## src/rtl/hcint_pkg.sv

```systemverilog
package hcint_pkg;

    localparam int REG_W = 32;

    // Status bit positions (enable word uses the same positions)
    localparam int BIT_SCHED  = 0;
    localparam int BIT_DONE   = 1;
    localparam int BIT_SOF    = 2;
    localparam int BIT_RESUME = 3;
    localparam int BIT_UNREC  = 4;
    localparam int BIT_FWRAP  = 5;
    localparam int BIT_HUB    = 6;
    localparam int BIT_OWNER  = 30;
    localparam int BIT_MASTER = 31;

    typedef struct packed {
        logic sched_overrun;
        logic done_writeback;
        logic frame_start;
        logic unrecoverable;
        logic frame_wrap;
        logic hub_change;
        logic owner_change;
    } hc_events_t;

    typedef enum logic [1:0] {
        SEL_STATUS = 2'd0,
        SEL_EN_SET = 2'd1,
        SEL_EN_CLR = 2'd2,
        SEL_NONE   = 2'd3
    } reg_sel_e;

    typedef struct packed {
        logic             wr_status;
        logic             wr_en_set;
        logic             wr_en_clr;
        logic [REG_W-1:0] data;
    } reg_cmd_t;

    // Implemented status positions
    function automatic logic [REG_W-1:0] status_impl_mask(input bit smi);
        logic [REG_W-1:0] m;
        m = '0;
        m[BIT_SCHED]  = 1'b1;
        m[BIT_DONE]   = 1'b1;
        m[BIT_SOF]    = 1'b1;
        m[BIT_RESUME] = 1'b1;
        m[BIT_UNREC]  = 1'b1;
        m[BIT_FWRAP]  = 1'b1;
        m[BIT_HUB]    = 1'b1;
        m[BIT_OWNER]  = smi;
        return m;
    endfunction

    // Implemented enable positions: status positions plus master gate
    function automatic logic [REG_W-1:0] enable_impl_mask(input bit smi);
        logic [REG_W-1:0] m;
        m = status_impl_mask(smi);
        m[BIT_MASTER] = 1'b1;
        return m;
    endfunction

    // Map event pulses onto status positions
    function automatic logic [REG_W-1:0] event_vector(input hc_events_t ev,
                                                      input logic resume_rise);
        logic [REG_W-1:0] v;
        v = '0;
        v[BIT_SCHED]  = ev.sched_overrun;
        v[BIT_DONE]   = ev.done_writeback;
        v[BIT_SOF]    = ev.frame_start;
        v[BIT_RESUME] = resume_rise;
        v[BIT_UNREC]  = ev.unrecoverable;
        v[BIT_FWRAP]  = ev.frame_wrap;
        v[BIT_HUB]    = ev.hub_change;
        v[BIT_OWNER]  = ev.owner_change;
        return v;
    endfunction

endpackage

```

## src/rtl/hcint_decode.sv

```systemverilog
module hcint_decode
    import hcint_pkg::*;
#(
    parameter int ADDR_W      = 2,
    parameter int STATUS_ADDR = 0,
    parameter int EN_SET_ADDR = 1,
    parameter int EN_CLR_ADDR = 2
) (
    input  logic [ADDR_W-1:0] addr,
    input  logic              wr,
    input  logic [REG_W-1:0]  wdata,
    output reg_sel_e          sel,
    output reg_cmd_t          cmd
);

    localparam logic [ADDR_W-1:0] A_STATUS = ADDR_W'(STATUS_ADDR);
    localparam logic [ADDR_W-1:0] A_EN_SET = ADDR_W'(EN_SET_ADDR);
    localparam logic [ADDR_W-1:0] A_EN_CLR = ADDR_W'(EN_CLR_ADDR);

    always_comb begin
        if (addr == A_STATUS)      sel = SEL_STATUS;
        else if (addr == A_EN_SET) sel = SEL_EN_SET;
        else if (addr == A_EN_CLR) sel = SEL_EN_CLR;
        else                       sel = SEL_NONE;
    end

    always_comb begin
        cmd.wr_status = wr && (sel == SEL_STATUS);
        cmd.wr_en_set = wr && (sel == SEL_EN_SET);
        cmd.wr_en_clr = wr && (sel == SEL_EN_CLR);
        cmd.data      = wdata;
    end

endmodule

```

## src/rtl/hcint_status.sv

```systemverilog
module hcint_status
    import hcint_pkg::*;
#(
    parameter bit SMI_EN = 1'b1
) (
    input  logic             clk,
    input  logic             rst,
    input  hc_events_t       events,
    input  logic             resume_in,
    input  logic             wr_clear,
    input  logic [REG_W-1:0] clr_data,
    output logic [REG_W-1:0] status_q
);

    localparam logic [REG_W-1:0] IMPL = status_impl_mask(SMI_EN);

    logic             resume_q;
    logic             resume_rise;
    logic [REG_W-1:0] set_vec;
    logic [REG_W-1:0] clr_vec;
    logic [REG_W-1:0] status_d;

    always_ff @(posedge clk) begin
        if (rst) resume_q <= 1'b0;
        else     resume_q <= resume_in;
    end

    assign resume_rise = resume_in & ~resume_q;
    assign set_vec     = event_vector(events, resume_rise) & IMPL;
    assign clr_vec     = wr_clear ? clr_data : '0;

    // Set has priority over a same-cycle clear
    always_comb begin
        status_d = ((status_q & ~clr_vec) | set_vec) & IMPL;
    end

    always_ff @(posedge clk) begin
        if (rst) status_q <= '0;
        else     status_q <= status_d;
    end

    // every event lands in its status bit on the next edge
    a_r2_event_latches: assert property (@(posedge clk) disable iff (rst)
        (|set_vec) |=> ((($past(set_vec)) & ~status_q) == '0));

    // cleared bits without a same-cycle event are gone next cycle
    a_r3_clear_applies: assert property (@(posedge clk) disable iff (rst)
        wr_clear |=> ((status_q & $past(clr_data & ~set_vec)) == '0));

    // no bit rises unless an event asked for it
    a_r3_no_sw_set: assert property (@(posedge clk) disable iff (rst)
        1'b1 |=> ((status_q & ~$past(status_q) & ~$past(set_vec)) == '0));

    // a held resume level does not re-set a cleared bit
    a_r9_level_ignored: assert property (@(posedge clk) disable iff (rst)
        (resume_in && resume_q && !status_q[BIT_RESUME]) |=> !status_q[BIT_RESUME]);

    generate
        if (!SMI_EN) begin : g_no_smi
            // owner bit stays zero without the option
            a_r10_owner_tied: assert property (@(posedge clk) disable iff (rst)
                !status_q[BIT_OWNER]);
        end
    endgenerate

endmodule

```

## src/rtl/hcint_enable.sv

```systemverilog
module hcint_enable
    import hcint_pkg::*;
#(
    parameter bit SMI_EN = 1'b1
) (
    input  logic             clk,
    input  logic             rst,
    input  logic             wr_set,
    input  logic             wr_clr,
    input  logic [REG_W-1:0] data,
    output logic [REG_W-1:0] en_q
);

    localparam logic [REG_W-1:0] IMPL = enable_impl_mask(SMI_EN);

    logic [REG_W-1:0] en_d;

    always_comb begin
        en_d = en_q;
        if (wr_set) en_d = en_d | (data & IMPL);
        if (wr_clr) en_d = en_d & ~data;
    end

    always_ff @(posedge clk) begin
        if (rst) en_q <= '0;
        else     en_q <= en_d;
    end

    // written ones appear in the enable word
    a_r5_set_applies: assert property (@(posedge clk) disable iff (rst)
        wr_set |=> ((($past(data) & IMPL) & ~en_q) == '0));

    // written ones vanish from the enable word
    a_r6_clear_applies: assert property (@(posedge clk) disable iff (rst)
        wr_clr |=> ((en_q & $past(data)) == '0));

    // reserved enable positions never hold a one
    a_r11_reserved_zero: assert property (@(posedge clk) disable iff (rst)
        (en_q & ~IMPL) == '0);

endmodule

```

## src/rtl/hc_irq_regs.sv

```systemverilog
module hc_irq_regs
    import hcint_pkg::*;
#(
    parameter int ADDR_W      = 2,
    parameter int STATUS_ADDR = 0,
    parameter int EN_SET_ADDR = 1,
    parameter int EN_CLR_ADDR = 2,
    parameter bit SMI_EN      = 1'b1
) (
    input  logic              clk,
    input  logic              rst,
    input  logic              ev_sched_overrun,
    input  logic              ev_done_writeback,
    input  logic              ev_frame_start,
    input  logic              resume_signal,
    input  logic              ev_unrecoverable,
    input  logic              ev_frame_wrap,
    input  logic              ev_hub_change,
    input  logic              ev_owner_change,
    input  logic [ADDR_W-1:0] reg_addr,
    input  logic              reg_wr,
    input  logic [31:0]       reg_wdata,
    output logic [31:0]       reg_rdata,
    output logic              irq_o,
    output logic              done_stall_o
);

    hc_events_t       events;
    reg_sel_e         sel;
    reg_cmd_t         cmd;
    logic [REG_W-1:0] status_q;
    logic [REG_W-1:0] en_q;

    always_comb begin
        events.sched_overrun  = ev_sched_overrun;
        events.done_writeback = ev_done_writeback;
        events.frame_start    = ev_frame_start;
        events.unrecoverable  = ev_unrecoverable;
        events.frame_wrap     = ev_frame_wrap;
        events.hub_change     = ev_hub_change;
        events.owner_change   = ev_owner_change;
    end

    hcint_decode #(
        .ADDR_W      (ADDR_W),
        .STATUS_ADDR (STATUS_ADDR),
        .EN_SET_ADDR (EN_SET_ADDR),
        .EN_CLR_ADDR (EN_CLR_ADDR)
    ) u_decode (
        .addr  (reg_addr),
        .wr    (reg_wr),
        .wdata (reg_wdata),
        .sel   (sel),
        .cmd   (cmd)
    );

    hcint_status #(.SMI_EN(SMI_EN)) u_status (
        .clk       (clk),
        .rst       (rst),
        .events    (events),
        .resume_in (resume_signal),
        .wr_clear  (cmd.wr_status),
        .clr_data  (cmd.data),
        .status_q  (status_q)
    );

    hcint_enable #(.SMI_EN(SMI_EN)) u_enable (
        .clk    (clk),
        .rst    (rst),
        .wr_set (cmd.wr_en_set),
        .wr_clr (cmd.wr_en_clr),
        .data   (cmd.data),
        .en_q   (en_q)
    );

    always_comb begin
        unique case (sel)
            SEL_STATUS: reg_rdata = status_q;
            SEL_EN_SET,
            SEL_EN_CLR: reg_rdata = en_q;
            default:    reg_rdata = '0;
        endcase
    end

    assign irq_o        = en_q[BIT_MASTER] && (|(status_q & en_q & ~(32'd1 << BIT_MASTER)));
    assign done_stall_o = status_q[BIT_DONE];

    // master gate closed means no request
    a_r7_master_gate: assert property (@(posedge clk) disable iff (rst)
        !en_q[BIT_MASTER] |-> !irq_o);

    // stall persists until software writes a one to bit 1
    a_r8_stall_holds: assert property (@(posedge clk) disable iff (rst)
        done_stall_o |=> (done_stall_o || $past(cmd.wr_status && cmd.data[BIT_DONE])));

    // unmapped address reads zero
    a_r11_unmapped_zero: assert property (@(posedge clk) disable iff (rst)
        (sel == SEL_NONE) |-> (reg_rdata == '0));

endmodule

```

## config.mk

```make
export PLATFORM = sky130hd
export DESIGN_NAME = hc_irq_regs
export DESIGN_NICKNAME = d
export VERILOG_FILES = /design/src/rtl/hcint_pkg.sv /design/src/rtl/hcint_decode.sv /design/src/rtl/hcint_status.sv /design/src/rtl/hcint_enable.sv /design/src/rtl/hc_irq_regs.sv
export SDC_FILE = /design/constraint.sdc
export NUM_CORES = 1
export LEC_CHECK = 0
export BUFFER_PORTS_ARGS = -buffer_cell sky130_fd_sc_hd__clkbuf_2
export CAP_MARGIN = 20
export CORE_MARGIN = 3
export CORE_UTILIZATION = 30
export DETAILED_ROUTE_END_ITERATION = 10
export GPL_TIMING_DRIVEN = 1
export SETUP_SLACK_MARGIN = 0.3
export SYNTH_ARGS = -nofsm -noshare
export SYNTH_HDL_FRONTEND = slang
export SYNTH_HIERARCHICAL = 1
export SYNTH_SLANG_ARGS = --single-unit
```

## constraint.sdc

```tcl
create_clock -name clk -period 4 [get_ports clk]
set_input_delay 1 -clock clk [delete_from_list [all_inputs] [get_ports clk]]
set_output_delay 1 -clock clk [all_outputs]
set_load 0.005 [all_outputs]
```

Word level (Yosys, flattened, before mapping):

Index checks and enable logic that the tools add are counted.

* word-level logic and storage cells: 31
* register bits after elaboration: 41

* equality and inequality tests: 4
* bitwise operators: 9
* reduce and logical (&&, ||, !) cells: 8
* multiplexer cells: 7

Operators by type and width (count)
* $mux W32: 2
* $pmux W32 S2: 1
* $and A31 B31 Y31: 2
* $and A32 B32 Y32: 1
* $not A32 Y32: 1
* $or A32 B32 Y32: 1
* $mux W31: 1
* $not A31 Y31: 1
* $or A31 B31 Y31: 1
* $reduce_or A31 Y1: 1
* $eq A2 B1 Y1 const B: 2
* $eq A2 B2 Y1 const B: 2
* $logic_and A1 B1 Y1: 4
* $logic_not A2 Y1: 2
* $mux W2: 2
* $reduce_or A2 Y1: 1
* $and A1 B1 Y1: 1
* $mux W1: 1
* $not A1 Y1: 1

Depth between registers and ports, before layout:

Gate-level depths: netlist of run 1.

* word-level depth: 10
* mapped depth: 6
* depth with buffers taken out: 4

Cells and area by module:

The synthesis of run 1 kept the hierarchy.

By module, submodules not included
* hcint_enable: cells each 103, times used 1, area each 1234.9 um^2, sequential area each 640.6 um^2
* hc_irq_regs: cells each 96, times used 1, area each 595.6 um^2, sequential area each 0.0 um^2
* hcint_status: cells each 61, times used 1, area each 531.8 um^2, sequential area each 180.2 um^2
* hcint_decode: cells each 37, times used 1, area each 272.8 um^2, sequential area each 0.0 um^2

Worst setup path after synthesis of run 1:

OpenSTA, ideal clock, no wires.

* path type: input to output
* from: input port reg_addr[0]
* to: output port reg_rdata[19]
* arrival: 1.978 ns
* stages: 6
* slack: 1.022 ns
* path buffers: 2
* path through: clkbuf_1 > inv_1 > ha_1 > clkbuf_1 > a22oi_1 > nor2_1

* longest elaborated chain between the ends: 7
* elaborated cells between the ends (all ways): 11
* those cells by class: 4 x eq/ne; 4 x mux; 3 x reduce/logical

Ends and longest elaborated chain
* from (decl): RTL line hc_irq_regs.sv:20 `input logic [ADDR_W-1:0] reg_addr,`
* $eq A2 B2 Y1: RTL line hcint_decode.sv:23 `else if (addr == A_EN_CLR) sel = SEL_EN_CLR;`
* $mux W1: RTL line hcint_decode.sv:23
* $mux W2: RTL line hcint_decode.sv:22 `else if (addr == A_EN_SET) sel = SEL_EN_SET;`
* $mux W2 *: RTL line hcint_decode.sv:21 `if (addr == A_STATUS) sel = SEL_STATUS;`
* $eq A2 B2 Y1 or $eq A2 B1 Y1 (tied branches): RTL line hc_irq_regs.sv:77 `unique case (sel)`
* $reduce_or A2 Y1: RTL line hc_irq_regs.sv:77
* $pmux W32 S2 *: RTL line hc_irq_regs.sv:77
* to (decl): RTL line hc_irq_regs.sv:23 `output logic [31:0] reg_rdata,`

Every way passes the cells marked *; elsewhere a longest branch is shown, timed or not.

Worst setup path after layout of run 1:

* from: input port reg_addr[0]
* to: output port reg_rdata[1]

The elaborated chain is that of the path after synthesis.

==> results by stage, run 1 <==
Layout:
- The most common library cell in the layout ignoring fill and taps is clkbuf_2.
- The core occupancy in the finished layout is 0.3354.
- The final layout contains approximately 380 nets.
- The synthesis-to-finish area growth is 6.695%.
- The antenna cell count is 0.
- The top cell types in the final layout, fill and taps aside, are 78 x clkbuf_2, 41 x dfxtp_1, 40 x a22oi_1.
- The proportion of layout cells with a drive suffix above 1 is 0.3761.
- The number of non-filler instances in the completed layout is 440.

Logic synthesis:
- In this run the mean area of a mapped cell was about 8.9 um2.
- The synthesized design contains just over 40 register bits.
- Summing every instance area after synthesis gives roughly 2600 um2.
- The fraction of the yosys area taken by sequential cells is 0.3115.
- Counting distinct cell types in the post-synthesis netlist gives 25.
- During synthesis, Yosys emitted a total of 6 warnings.
- The synthesized instance count is around 300.

Power and ir drop:
- The internal portion of the total power is ~0.00059 W.
- In this run the power spent charging and discharging nets is ~0.00024 W.
- The clock share of power is 0.326.
- The cell area power density is just under 300 nW/um2.
- IR analysis of the VDD net gives a maximum drop of roughly 0.10 mV.
- The portion of total power attributed to combinational logic is 0.158.
- Of the total power, registers draw 0.515.
- The reported leakage power is 1.177 nW.
- Of the total power, the share spent switching nets is 0.2895.

Global route:
- Across every metal layer, demand over resource in global routing totals 0.1343.
- For this run the aggregate overflow at the end of global routing stands at 0.
- The number of global-route vias before repair was about 2100.
- The number of antenna violations at the first check in global routing was 0.
- The wire length of the first global-routing pass is between 10000 and 15000 um.
- Entering global routing, the biggest net connects 33 pins.

Status:
- The flow ran to the end, and the final reports show no timing, DRC or antenna violations.

Setup path:
- Across all register-to-register paths, the minimum setup slack is around 3.2 ns.
- Data on the critical path is required at its endpoint by approximately 3.0 ns.
- The critical path capture point type is an output port.
- The data arrival at the endpoint of the critical path is 2.25 ns.
- The critical setup path kind is in2out.
- Along the worst path, the maximum fanout reaches 32.
- The critical path startpoint category is an input port.

Timing:
- Setup repair after global routing left no endpoint under its margin.
- The part of the cycle the worst path needs is 0.8134.
- The total count of max-transition violations in the final report was 0.
- The actual slew at the worst max-slew pin is approximately 0.93 ns.
- Derived from the worst setup path, the maximum achievable clock frequency is around 310 MHz.
- The worst pin sits at a relative slew slack of 0.3799.
- The final-report hold violation count was 0.
- After routing, the total negative slack on setup checks comes to 0 ns.
- Setup violations remaining at the end of the flow were counted as 0.
- The clock period could shrink to roughly 3.3 ns.
- The setup clock skew after layout is 0.0001082 ns.

Floorplanning:
- The count of boundary I/O pins is 79.
- The area of the die is between 9000 and 10000 um2.
- The site row count is 33.
- The vertical extent of the die is roughly 100 um.
- In this run the horizontal extent of the chip is 99.72 um.
- The area inside the core boundary is between 8000 and 9000 um2.
- The initial core utilization is 0.3144.

Run:
- The total of max-cap violations is 0.

Clocking:
- Buffers inserted during clock tree synthesis total 5.
- The number of setup buffers added after CTS is 0.
- The maximum level of the CTS H-tree is 2.
- The later pin in the worst-skew pair is clocked with a latency of approximately 0.29 ns.
- The clock net in this run drives a total of 41 sinks.
- The clock tree buffer depth is 2.
- For this design, the CTS-stage hold fixing added 0 buffers.
- The CTS clock-pin slew for the worst setup and hold paths is approximately 0.080 ns.
- The clock tree root buffer cell is clkbuf_8.
- The quantity of gates resized following cts is 0.
- TritonCTS built the clock tree.

Placement:
- The weighted congestion at the end of routability-driven global placement is between 0.6 and 0.7.
- Once detailed placement completed, the half-perimeter wirelength came to roughly 5000 um.
- The count of buffers added on input and output ports is a little under 80.
- Counting tap cells, the placed design contains a total of ~430 instances.

Routing:
- Dividing the detail-routed wire length by the instance count gives ~15 um.
- The number of design-rule violations left by the first detailed-router iteration is 58.
- Detailed routing inserted a total of 2066 vias.
- The wire length after detailed routing is around 6500 um.
- The via density per instance is 4.695.
- The first TritonRoute pass finished after 4 iterations.
- The post-detailed-route DRC marker count is 0.
- The count of nets left with antenna violations once routing finished came out at 0.

Min path:
- The class of the worst hold path is reg2reg.
## state kept, by name (all words and copies together), names as in the netlist, named ones only
register           cells
u_status/status_q      8
u_status/resume_q      1
u_enable/en_q         31
## kinds of logic (layout without fill, tap and decap cells)
logic type / Yosys count / count (layout) / synth area share
other: 1 / 24 / 0.001423
AOI/OAI and AO/OA: 98 / 98 / 0.3438
and+or+nand+nor: 47 / 47 / 0.07693
DFF: 41 / 41 / 0.3115
buffers and inverters: 108 / 123 / 0.2569
adders and majority gates: 2 / 2 / 0.009495
## metal layers
layer	vias to the layer above	track usage	wire length (um)	share of wire
met5	-	0	0	0
met4	0	0.02836	26	0.0040
met3	2	0.03647	473	0.073
met2	63	0.2175	2965	0.46
met1	949	0.1788	3013	0.47
li1	1052	-	-	-
## layout make-up
cell class	instances	area, um2
Fill cell	884	5570
Multi-Input combinational cell	171	1225
Sequential cell	41	820.8
Timing Repair Buffer	83	427.9
Tap cell	105	131.4
Inverter	32	120.1
Clock buffer	5	68.82
Clock inverter	3	17.52
## path summary, 6_finish.rpt
path                                endpoint  cells after the start                       startpoint
min           u_enable/en_q[24]$_SDFFE_PP0P_                      2   u_enable/en_q[24]$_SDFFE_PP0P_
min reg2reg   u_enable/en_q[24]$_SDFFE_PP0P_                      2   u_enable/en_q[24]$_SDFFE_PP0P_
max                             reg_rdata[1]                      7                      reg_addr[0]
max reg2reg  u_status/status_q[3]$_SDFF_PP0_                      2  u_status/status_q[3]$_SDFF_PP0_
## power groups by stage
stage / logic [W] / registers [W] / clock network, W
2_1_floorplan: 0.000122 / 0.000433 / 0
3_3_place_gp: 0.000128 / 0.000435 / 0
3_5_place_dp: 0.000131 / 0.000436 / 0
4_1_cts: 0.000131 / 0.000426 / 0.000285
5_1_grt: 0.000147 / 0.000428 / 0.000300
6_report: 0.000131 / 0.000426 / 0.000270
## Yosys cell counts
| cell | count | area share |
|---|---|---|
| dfxtp_1 | 41 | 0.31 |
| nor3b_1 | 1 | 0.0029 |
| a22o_1 | 3 | 0.010 |
| and3b_1 | 2 | 0.0066 |
| conb_1 | 1 | 0.0014 |
| a211oi_2 | 30 | 0.14 |
| buf_4 | 56 | 0.16 |
| a21bo_1 | 1 | 0.0038 |
| inv_1 | 32 | 0.046 |
| a311oi_1 | 7 | 0.023 |
| clkbuf_2 | 1 | 0.0019 |
| a22oi_1 | 40 | 0.11 |
| nand4_1 | 3 | 0.0071 |
| ha_1 | 2 | 0.0095 |
| a211oi_1 | 2 | 0.0057 |
| nor2b_1 | 1 | 0.0024 |
| a221oi_2 | 3 | 0.017 |
| o31a_1 | 1 | 0.0033 |
| a21oi_1 | 9 | 0.017 |
| a21oi_2 | 1 | 0.0033 |
| clkbuf_1 | 11 | 0.016 |
| a222oi_1 | 1 | 0.0038 |
| nor2_1 | 39 | 0.056 |
| buf_6 | 8 | 0.034 |
| nand2b_1 | 1 | 0.0024 |
## per-stage QoR
stage | power, W | cell area (um2) | hold WS, ns | setup slack, ns
2_1_floorplan | 0.0005546 | 2721 | 0.4235 | 1.022
3_3_place_gp | 0.0005637 | 2725 | 0.4431 | 0.8105
3_5_place_dp | 0.0005667 | 2725 | 0.4411 | 0.7797
4_1_cts | 0.0008425 | 2811 | 0.4561 | 0.7790
5_1_grt | 0.0008749 | 2811 | 0.4785 | 0.6354
6_report | 0.0008264 | 2811 | 0.4593 | 0.7463
## critical path, stage by stage
cell	delay, ns
clkbuf_2	0.12
inv_1	0.05
ha_1	0.26
buf_4	0.33
a22oi_1	0.16
nor2_1	0.18
clkbuf_2	0.14
No activity file was read; power rests on OpenSTA's default activity.
==> run 2: changes to the inputs <==
==> constraint.sdc (replaced) <==
create_clock -name clk -period 3.4 [get_ports clk]
set_input_delay 0.85 -clock clk [delete_from_list [all_inputs] [get_ports clk]]
set_output_delay 0.85 -clock clk [all_outputs]
set_load 0.005 [all_outputs]
==> results by stage, run 2 (synthesized netlist as in run 1, its figures left out) <==
Setup path:
- The critical setup path kind is in2out (unchanged).
- The critical path startpoint category is an input port (unchanged).
- The register-to-register setup slack is 2.56 ns (was 3.22 ns).
- The critical path capture point type is an output port (unchanged).
- The startpoint of the worst register-to-register path is u_status/status_q[3]$_SDFF_PP0_ (unchanged).
- The data arrival at the endpoint of the critical path is 2.05 ns (was 2.25 ns).
- The reg-to-reg endpoint was u_status/status_q[3]$_SDFF_PP0_ (unchanged).
- The number of cell instances on the worst register-to-register path is 2 (unchanged).
- The required arrival time at the worst endpoint is 2.55 ns (was 3.00 ns).
- The highest fanout seen on the critical path came to 32 (unchanged).

Placement:
- The worst setup slack after placement came to 0.4753 ns (was 0.7797 ns).
- The count of input and output buffers was 78 (unchanged).
- The number of cells after detailed placement was 433 (was 432).
- The weighted congestion at the end of routability-driven global placement is 0.7161 (was 0.6990).
- The area of placed instances is 2733 um2 (was 2725 um2).
- The placed wire-length estimate is 4766 um (was 4909 um).

Min path:
- The worst min-delay path endpoint is u_enable/en_q[24]$_SDFFE_PP0P_ (unchanged).
- The critical hold path startpoint is u_enable/en_q[24]$_SDFFE_PP0P_ (unchanged).
- The class of the worst hold path is reg2reg (unchanged).
- The hold-critical path depth came to 2 (unchanged).

Power and ir drop:
- The total internal power is 0.0006912 W (was 0.0005872 W).
- The net switching power is 0.0002828 W (was 0.0002392 W).
- The portion of total power attributed to combinational logic is 0.159 (was 0.158).
- The reported leakage power is 1.182 nW (was 1.177 nW).
- The fraction of power spent switching nets was 0.2904 (was 0.2895).
- The cell area power density is 345.5 nW/um2 (was 293.9 nW/um2).
- The maximum ir drop on the vdd rail is 0.1727 mV (was 0.1038 mV).
- The fraction of power consumed by sequential logic is 0.515 (about the same).
- The clock share of power came to 0.327 (was 0.326).

Floorplanning:
- The horizontal die dimension was 99.72 um (unchanged).
- The initial core utilization is 0.3144 (unchanged).
- The site row count came to 33 (unchanged).
- The area inside the core boundary is 8382 um2 (unchanged).
- The count of boundary I/O pins is 79 (unchanged).
- The vertical extent of the die is 99.72 um (unchanged).
- The area of the die is 9944 um2 (unchanged).

Clocking:
- The CTS clock-pin slew for the worst setup and hold paths was 0.08 ns (about the same).
- The clock tree root buffer cell is clkbuf_8 (unchanged).
- The clock tree buffer depth is 2 (unchanged).
- The TritonCTS clock tree is yes (unchanged).
- The total clock buffers created by CTS was 5 (unchanged).
- The clock network latency to the later pin of the worst-skew pair is 0.29 ns (about the same).
- The quantity of gates resized following cts is 0 (unchanged).
- The number of clock sinks is 41 (unchanged).
- The total of hold buffers inserted after clock tree synthesis was 0 (unchanged).
- The number of setup buffers added after CTS is 0 (unchanged).
- The maximum level of the CTS H-tree is 2 (unchanged).

Status:
- Result of the run: finished clean (unchanged).

Routing:
- The count of antenna-violating nets left after detailed routing is 0 (unchanged).
- The number of design-rule violations left by the first detailed-router iteration is 73 (was 58).
- The post-detailed-route DRC marker count is 0 (unchanged).
- The total vias in the final route is 2110 (was 2066).
- The wire length after detailed routing is 6455 um (was 6479 um).
- The number of detailed-routing iterations run before antenna repair is 4 (unchanged).
- The via density per instance is 4.785 (was 4.695).
- The detail-routed net length per standard cell is 14.64 um (was 14.73 um).

Global route:
- The wire length of the first global-routing pass is 10400 um (was 10660 um).
- The number of antenna violations at the first check in global routing came to 0 (unchanged).
- The number of global-route vias before repair is 2064 (was 2105).
- The pin count of the biggest net entering global routing is 37 (was 33).
- The total routing resource utilization after global routing is 0.1316 (was 0.1343).
- The leftover overflow at the end of global routing is 0 (unchanged).

Timing:
- The final setup violation count was 0 (unchanged).
- The sum of negative setup slack is 0 ns (unchanged).
- The final-report hold violation count is 0 (unchanged).
- The achievable frequency is 344.3 MHz.
- The total count of max-transition violations in the final report was 0 (unchanged).
- The relative max-transition margin is 0.2766 (was 0.3799).
- The routed design could run at a clock period as short as slightly below 3 ns.
- The least setup slack across all paths after layout is 0.4953 ns (was 0.7463 ns).
- The actual slew at the worst max-slew pin is 1.085 ns (was 0.9302 ns).
- The setup clock skew after layout was 0.0005110 ns (was 0.0001082 ns).
- The final worst hold slack is 0.4503 ns (was 0.4593 ns).
- Unrepaired setup endpoints after global routing: no (unchanged).
- The part of the cycle the worst path needs is 0.8543.

Layout:
- Most frequent cells in the layout: 78 x clkbuf_2, 41 x dfxtp_1, 40 x a22oi_1 (unchanged).
- The number of filler cells placed in the layout is 901 (was 884).
- The register containing the most flip-flops in the final layout is u_enable/en_q (unchanged).
- The net total in the final layout was 382 (was 381).
- The number of flip-flops in the largest register came to 31 (unchanged).
- The most common library cell in the layout ignoring fill and taps is clkbuf_2 (unchanged).
- The final design instance area without fill came to 2819 um2 (was 2811 um2).
- The antenna cell count is 0 (unchanged).
- Biggest regs: u_enable/en_q: 31 flops, u_status/status_q: 8 flops, u_status/resume_q: 1 flops (unchanged).
- The synthesis-to-finish area growth is 6.980% (was 6.695%).
- The number of non-filler instances in the completed layout is 441 (was 440).
- The proportion of layout cells with a drive suffix above 1 is 0.3780 (was 0.3761).

Run:
- The total of max-cap violations is 0 (unchanged).
==> run 2: worst max-delay path by stage <==
stage,from,endpoint,slack [ns],cells after the start
2_1_floorplan,reg_addr[0],reg_rdata[19],0.72,6
3_3_place_gp,reg_addr[0],reg_rdata[24],0.50,7
3_5_place_dp,reg_addr[0],reg_rdata[24],0.48,7
4_1_cts,reg_addr[0],reg_rdata[24],0.48,7
5_1_grt,reg_addr[0],reg_rdata[5],0.37,7
6_report,reg_addr[0],reg_rdata[17],0.50,7
==> run 2: through the flow <==
stage | util | power, W
after floorplan | - | 0.0006525
after global placement | 0.3260 | 0.0006649
after detailed placement | 0.3260 | 0.0006680
after CTS | 0.3363 | 0.0009904
after global routing | 0.3363 | 0.001031
final | 0.3363 | 0.0009741
==> run 2: power by group through the flow <==
stage / Clock (W) / Combinational (W) / Sequential [W]
after CTS: 0.000333 / 0.000156 / 0.000501
after global routing: 0.000354 / 0.000174 / 0.000503
final: 0.000318 / 0.000155 / 0.000501
after detailed placement: 0 / 0.000155 / 0.000513
after floorplan: 0 / 0.000143 / 0.000509
after global placement: 0 / 0.000153 / 0.000512
==> run 2: metal layers <==
metal  routed length [um]  global-route usage
met1                 3120              0.1828
met2                 2884              0.2057
met3                  397             0.02945
met4                   53             0.03361
met5                    0                   0
==> run 2: cell type report <==
cell class	count	area, um2	share of cell area
well taps	105	131.4	0.04660
flip-flops and latches	41	820.8	0.2912
inverters	32	120.1	0.04261
clock buffers	5	68.82	0.02441
clock inverters	3	17.52	0.006214
repair buffers	84	435.4	0.1545
multi-input cells	171	1225	0.4345
==> run 2: worst max-delay path, cell delays in order <==
cell,delay [ns]
clkbuf_2,0.12
inv_1,0.05
ha_1,0.26
buf_4,0.34
a22oi_1,0.19
nor2_1,0.12
clkbuf_2,0.12
